--- src/rtl/mdcgen_pkg.sv ---
package mdcgen_pkg;
    typedef enum logic [1:0] {
        MDC_IDLE = 2'd0,
        MDC_HIGH = 2'd1,
        MDC_LOW  = 2'd2
    } mdc_state_e;
endpackage

--- src/rtl/mdcgen_speed_reg.sv ---
module mdcgen_speed_reg #(
    parameter int REG_W     = 32,
    parameter int SPEED_W   = 6,
    parameter int SPEED_LSB = 1
) (
    input  logic               clk,
    input  logic               rst_n,
    input  logic               wr_en,
    input  logic [REG_W-1:0]   wr_data,
    output logic [SPEED_W-1:0] speed,
    output logic [REG_W-1:0]   rd_data
);
    // Only the speed field is stored; every other bit is constant zero.
    always_ff @(posedge clk or negedge rst_n) begin
        if (!rst_n) begin
            speed <= '0;
        end else if (wr_en) begin
            speed <= wr_data[SPEED_LSB +: SPEED_W];
        end
    end

    always_comb begin
        rd_data = '0;
        rd_data[SPEED_LSB +: SPEED_W] = speed;
    end
endmodule

--- src/rtl/mdcgen_half_cnt.sv ---
module mdcgen_half_cnt #(
    parameter int SPEED_W = 6,
    localparam int CNT_W  = SPEED_W + 1
) (
    input  logic               clk,
    input  logic               rst_n,
    input  logic               load,
    input  logic [SPEED_W-1:0] speed,
    output logic [CNT_W-1:0]   cnt,
    output logic               tc
);
    // On load the counter takes 2*speed-1, so a phase spans 2*speed clocks.
    always_ff @(posedge clk or negedge rst_n) begin
        if (!rst_n) begin
            cnt <= '0;
        end else if (load) begin
            cnt <= {speed, 1'b0} - CNT_W'(1);
        end else if (cnt != '0) begin
            cnt <= cnt - CNT_W'(1);
        end
    end

    assign tc = (cnt == '0);
endmodule

--- src/rtl/mdcgen_fsm.sv ---
module mdcgen_fsm
    import mdcgen_pkg::*;
#(
    parameter int SPEED_W = 6
) (
    input  logic               clk,
    input  logic               rst_n,
    input  logic [SPEED_W-1:0] speed,
    input  logic               tc,
    output mdc_state_e         state,
    output logic               load,
    output logic               mdc
);
    mdc_state_e state_nx;
    logic       enabled;

    assign enabled = (speed != '0);

    // State register.
    always_ff @(posedge clk or negedge rst_n) begin
        if (!rst_n) begin
            state <= MDC_IDLE;
        end else begin
            state <= state_nx;
        end
    end

    // Transitions: start, fall, rise, park_hi, park_lo, hold.
    always_comb begin
        state_nx = state;
        unique case (state)
            MDC_IDLE: if (enabled) state_nx = MDC_HIGH;
            MDC_HIGH: if (tc)      state_nx = enabled ? MDC_LOW  : MDC_IDLE;
            MDC_LOW:  if (tc)      state_nx = enabled ? MDC_HIGH : MDC_IDLE;
            default:               state_nx = MDC_IDLE;
        endcase
    end

    // Outputs: the counter reloads on every entry into a counted phase.
    always_comb begin
        load = (state_nx != MDC_IDLE) && (state_nx != state);
        mdc  = (state == MDC_HIGH);
    end
endmodule

--- src/rtl/mdc_clock_gen.sv ---
module mdc_clock_gen
    import mdcgen_pkg::*;
#(
    parameter int REG_W     = 32,
    parameter int SPEED_W   = 6,
    parameter int SPEED_LSB = 1,
    localparam int CNT_W    = SPEED_W + 1
) (
    input  logic             clk,
    input  logic             rst_n,
    input  logic             wr_en,
    input  logic [REG_W-1:0] wr_data,
    output logic [REG_W-1:0] rd_data,
    output logic             mdc,
    output logic             frame_ok
);
    logic [SPEED_W-1:0] speed_q;
    logic [CNT_W-1:0]   cnt_q;
    logic               cnt_tc;
    logic               cnt_load;
    mdc_state_e         fsm_state;

    mdcgen_speed_reg #(
        .REG_W    (REG_W),
        .SPEED_W  (SPEED_W),
        .SPEED_LSB(SPEED_LSB)
    ) u_reg (
        .clk    (clk),
        .rst_n  (rst_n),
        .wr_en  (wr_en),
        .wr_data(wr_data),
        .speed  (speed_q),
        .rd_data(rd_data)
    );

    mdcgen_half_cnt #(.SPEED_W(SPEED_W)) u_cnt (
        .clk  (clk),
        .rst_n(rst_n),
        .load (cnt_load),
        .speed(speed_q),
        .cnt  (cnt_q),
        .tc   (cnt_tc)
    );

    mdcgen_fsm #(.SPEED_W(SPEED_W)) u_fsm (
        .clk  (clk),
        .rst_n(rst_n),
        .speed(speed_q),
        .tc   (cnt_tc),
        .state(fsm_state),
        .load (cnt_load),
        .mdc  (mdc)
    );

    assign frame_ok = (speed_q != '0);
endmodule

--- config.mk ---
export PLATFORM = sky130hd
export DESIGN_NAME = mdc_clock_gen
export DESIGN_NICKNAME = d
export VERILOG_FILES = /design/src/rtl/mdcgen_pkg.sv /design/src/rtl/mdcgen_speed_reg.sv /design/src/rtl/mdcgen_half_cnt.sv /design/src/rtl/mdcgen_fsm.sv /design/src/rtl/mdc_clock_gen.sv
export SDC_FILE = /design/constraint.sdc
export NUM_CORES = 1
export LEC_CHECK = 0
export CAP_MARGIN = 10
export CORE_ASPECT_RATIO = 0.5
export CORE_MARGIN = 3
export CORE_UTILIZATION = 40
export CTS_CLUSTER_DIAMETER = 200
export CTS_CLUSTER_SIZE = 40
export DETAILED_ROUTE_END_ITERATION = 8
export HOLD_SLACK_MARGIN = 0.15
export PLACE_DENSITY = 0.88
export REMOVE_ABC_BUFFERS = 1
export SETUP_SLACK_MARGIN = 0.5
export SLEW_MARGIN = 10
export SYNTH_ARGS = -nofsm -noshare
export SYNTH_HDL_FRONTEND = slang
export SYNTH_HIERARCHICAL = 1
export SYNTH_SLANG_ARGS = --single-unit
--- constraint.sdc ---
create_clock -name clk -period 6.8 [get_ports clk]
set_input_delay 1.36 -clock clk [delete_from_list [all_inputs] [get_ports clk]]
set_output_delay 1.36 -clock clk [all_outputs]
set_load 0.05 [all_outputs]
=== After elaboration in Yosys (flattened, before gate mapping) ===
Cells that the tools add are included.

* Bits in registers: 15
* Input port bits: 35
* Output and inout bits: 34
* Logic and storage cells: 23

* Add/subtract/negate cells: 2
* Equality and inequality tests: 3
* Multiplexer cells: 8
* Reductions and logical operators: 7

{| class="wikitable"
|+ Operators with widths
! cell !! count
|-
| two-way mux 7 bit || 2
|-
| subtractor 7 x 1 -> 7 bit, second input constant || 2
|-
| two-way mux 2 bit || 4
|-
| zero test 7 bit || 1
|-
| nonzero test 7 bit || 1
|-
| one-hot mux 2 bit (3 select lines) || 1
|-
| nonzero test 6 bit || 1
|-
| nonzero test 2 bit || 2
|-
| equality test 2 x 1 -> 1 bit, second input constant || 1
|-
| equality test 2 bit, second input constant || 1
|-
| zero test 2 bit || 1
|-
| != test 2 bit || 1
|-
| logical AND 1 bit || 1
|-
| two-way mux 1 bit || 1
|}

=== Logic depth before layout (Yosys ltp) ===
* Depth in word-level cells: 7
* Depth in mapped cells: 10
* Mapped depth without buffers: 10

=== Hierarchy ===
Netlist, hierarchy kept.

{| class="wikitable"
|+ By module, submodules not included
! module !! times used !! cells each !! area an instance (µm²) !! seq. area each (µm²)
|-
| mdcgen_speed_reg || 1 || 46 || 495.5 || 150.1
|-
| mdcgen_half_cnt || 1 || 54 || 493.0 || 175.2
|-
| mdcgen_fsm || 1 || 15 || 131.4 || 50.0
|-
| mdc_clock_gen || 1 || 3 || 13.8 || 0.0
|}

=== Least setup slack after synthesis ===
OpenSTA, ideal clock, no wires.

* Path kind: flip-flop to output port
* From: register u_reg.speed[5]
* To: output port frame_ok
* Data arrival time: 1.358 ns
* Data required time: 5.440 ns
* Path slack: 4.082 ns
* Cell stages (with the launch flop): 4
* Buffers on the path: 1
* Cell sequence: dfrtp_1 buf_4 nor4_1 nand2_1

* Cells in the longest elaborated chain, start to end: 1

{| class="wikitable"
|+ Ends and longest elaborated chain
! what !! line !! text
|-
| start: declaration || mdcgen_speed_reg.sv:10 || <nowiki>output logic [SPEED_W-1:0] speed,</nowiki>
|-
| start signal: assignment || mdcgen_speed_reg.sv:18 || <nowiki>speed <= wr_data[SPEED_LSB +: SPEED_W];</nowiki>
|-
| nonzero test 6 bit || mdc_clock_gen.sv:55 || <nowiki>assign frame_ok = (speed_q != '0);</nowiki>
|-
| end: declaration || mdc_clock_gen.sv:15 || <nowiki>output logic frame_ok</nowiki>
|}

Every way passes these cells.

=== Final worst setup path ===
* From: register u_reg.speed[4]
* To: output port frame_ok

The elaborated chain is that of the path after synthesis.

==> impl_metrics.env <==
export IMPL_crit_arrival_ps=1770
export IMPL_antenna_found_initial=0
export IMPL_h_tree_depth=1
export IMPL_ys_types=37
export IMPL_core_rowCount=12
export IMPL_worst_pin_slew_ps=675
export IMPL_clkPwrFrac=0.170
export IMPL_clkSinkCount=15
export IMPL_post_cts_resized=0
export IMPL_final_common_cell="conb_1"
export IMPL_drc=0
export IMPL_fin_crit_ps=3130
export IMPL_fin_crit_sh=0.460
export IMPL_grt_pass1_vias=759
export IMPL_finalWorstSetupSlack_ps=3670
export IMPL_grt_pass1_wl_um=3390
export IMPL_grt_max_degree=16
export IMPL_fillerInstances=213
export IMPL_cts_buffers=3
export IMPL_max_stage_delay_ps=700
export IMPL_insertion_delay_ps=250
export IMPL_postRouteAntennaNets=0
export IMPL_rsz0062_at_grt="false"
export IMPL_vias=803
export IMPL_totalWireLength_um=2090
export IMPL_portBuffers=16
export IMPL_maxCapViolCount=0
export IMPL_sequentialPowerShare=0.349
export IMPL_core_area_um2=2450
export IMPL_switchingPower_uw=193
export IMPL_crit_chain="nor4_1, nand2_1, clkdlybuf4s50_1"
export IMPL_grt_util_all_layers=0.125
export IMPL_cts_tree="yes"
export IMPL_slew_headroom=0.549
export IMPL_seq_area_frac_synth=0.331
export IMPL_final_cell_mix="26 x conb_1, 16 x clkdlybuf4s50_1, 15 x dfrtp_1"
export IMPL_hpwl_um=1660
export IMPL_fp_dieW_um=81.3
export IMPL_ios=69
export IMPL_via_per_inst=4.87
export IMPL_syn_instance_count=118
export IMPL_syn_cell_area_um2=1130
export IMPL_hold_buffers=0
export IMPL_p_per_area_nw_per_um2=346
export IMPL_num_antenna_cells=0
export IMPL_synthFlopType="dfrtp_1"
export IMPL_nets=169
export IMPL_wl_per_cell_um=12.7
export IMPL_synth_seq_cells=15
export IMPL_grt_ovfl_total=0
export IMPL_dieHeight_um=43.6
export IMPL_comb_power_share=0.481
export IMPL_fmax_mhz=320
export IMPL_drv_slew=0
export IMPL_first_iter_violations=18
export IMPL_dr_pass1_iters=4
export IMPL_cp_end_kind="output pin"
export IMPL_ir_drop_mv=0.170
export IMPL_setup_viol_count_final=0
export IMPL_hold_viol=0
export IMPL_cpMaxStageDelayCell="clkdlybuf4s50_1"
export IMPL_start_util=0.463
export IMPL_required_ps=5440
export IMPL_synth_warnings=6
export IMPL_status="completed"
export IMPL_post_cts_buffers=0
export IMPL_p_int_uw=231
export IMPL_worstPathMaxFanout=7
export IMPL_cts_path_max_buffers=2
export IMPL_dp_slack_ps=3830
export IMPL_fin_skew_ps=0.598
export IMPL_synth_edf_count=0
export IMPL_crit_type="flop to output pin"
export IMPL_drive_gt1_frac=0.108
export IMPL_routabilityCongestion=0.824
export IMPL_syn2layout_area_growth_pct=8.17
export IMPL_dieArea_um2=3550
export IMPL_p_leak_uw=0.000565
export IMPL_cts_root_buf="clkbuf_8"
export IMPL_async_flop_share=1.00
export IMPL_switching_share=0.455
export IMPL_avgSynthCellArea_um2=9.61
export IMPL_tns_ps=0
export IMPL_worstSetupStartpointType="flop"
export IMPL_clkTransAtPathRegs_ps=60
export IMPL_hp_class="flop to flop"
path summary, 6_finish.rpt:
kind                           startpoint        endpoint  slack [ps]  cells after the start
setup / recovery           u_reg/speed[4]        frame_ok        3670                      3
hold / removal             u_fsm/state[0]  u_fsm/state[1]         510                      1
setup reg to reg             u_cnt/cnt[0]    u_cnt/cnt[6]        3790                     10
hold reg to reg            u_fsm/state[0]  u_fsm/state[1]         510                      1
max in group asynchronous           rst_n  u_reg/speed[3]        4850                      1
min in group asynchronous           rst_n  u_fsm/state[0]        1520                      1
flip-flops by register name (all words and copies together), names as in the netlist:
signal,count
u_reg/speed,6
u_fsm/state,2
u_cnt/cnt,7
critical path: cells and delay by family, from the launching register on:
kind                   cells  cell delay [ps]
AND/OR/NAND/NOR            2              370
buffers and inverters      1              700
flip-flops                 1              450
cell type report:
type,instances,area [um^2],share of cell area
Inverter,7,26.3,0.0214
Timing Repair Buffer,16,160,0.131
Multi-Input combinational cell,88,574,0.468
Tap cell,35,43.8,0.0357
Sequential cell,15,375,0.306
Clock inverter,1,5.00,0.00408
Clock buffer,3,41.3,0.0337
layer usage:
layer  up-vias  part of all wire  track usage
li1        381                 -            -
met1       371              0.40        0.138
met2        44              0.50        0.220
met3         7             0.072       0.0353
met4         0             0.021       0.0640
met5         -                 0            0
cell usage after synthesis, types with 2 or more instances:
library cell  number  area [um^2]
o31ai_1            2         15.0
inv_1              7         26.3
o22ai_1            2         12.5
nor4_1             2         12.5
o21ai_0            3         15.0
a21oi_1            5         25.0
nand2_1            6         22.5
nor2_1             5         18.8
nor3b_1            2         15.0
xor2_1             2         17.5
mux2_4             6         90.1
dfrtp_1           15          375
buf_4             32          240
ha_1               3         37.5
nand2b_1           4         25.0
metrics by stage:
| step | total power (uW) | cells | utilization | hold WS [ps] | cell area [um^2] |
|---|---|---|---|---|---|
| floorplan | 296 | 110 | - | 478 | 976 |
| global placement | 333 | 161 | 0.482 | 487 | 1180 |
| detailed placement | 349 | 161 | 0.482 | 500 | 1180 |
| CTS | 422 | 165 | 0.501 | 509 | 1230 |
| global route | 452 | 165 | 0.501 | 552 | 1230 |
| finish | 424 | 165 | 0.501 | 509 | 1230 |
cell families after synthesis:
logic type / synth area share
simple gates: 0.157
xor+xnor: 0.0232
fa+ha+maj: 0.0331
compound gates: 0.119
other cells: 0.00331
flops: 0.331
buf+inv: 0.245
mux: 0.0883
power groups by stage:
stage / combinational [uW] / sequential [uW] / clock (uW)
finish: 204 / 148 / 72.0
global route: 220 / 154 / 78.4
CTS: 201 / 148 / 72.8
detailed placement: 200 / 149 / 0
global placement: 186 / 147 / 0
floorplan: 141 / 155 / 0
Note: power is estimated with default switching activity, not from simulation.
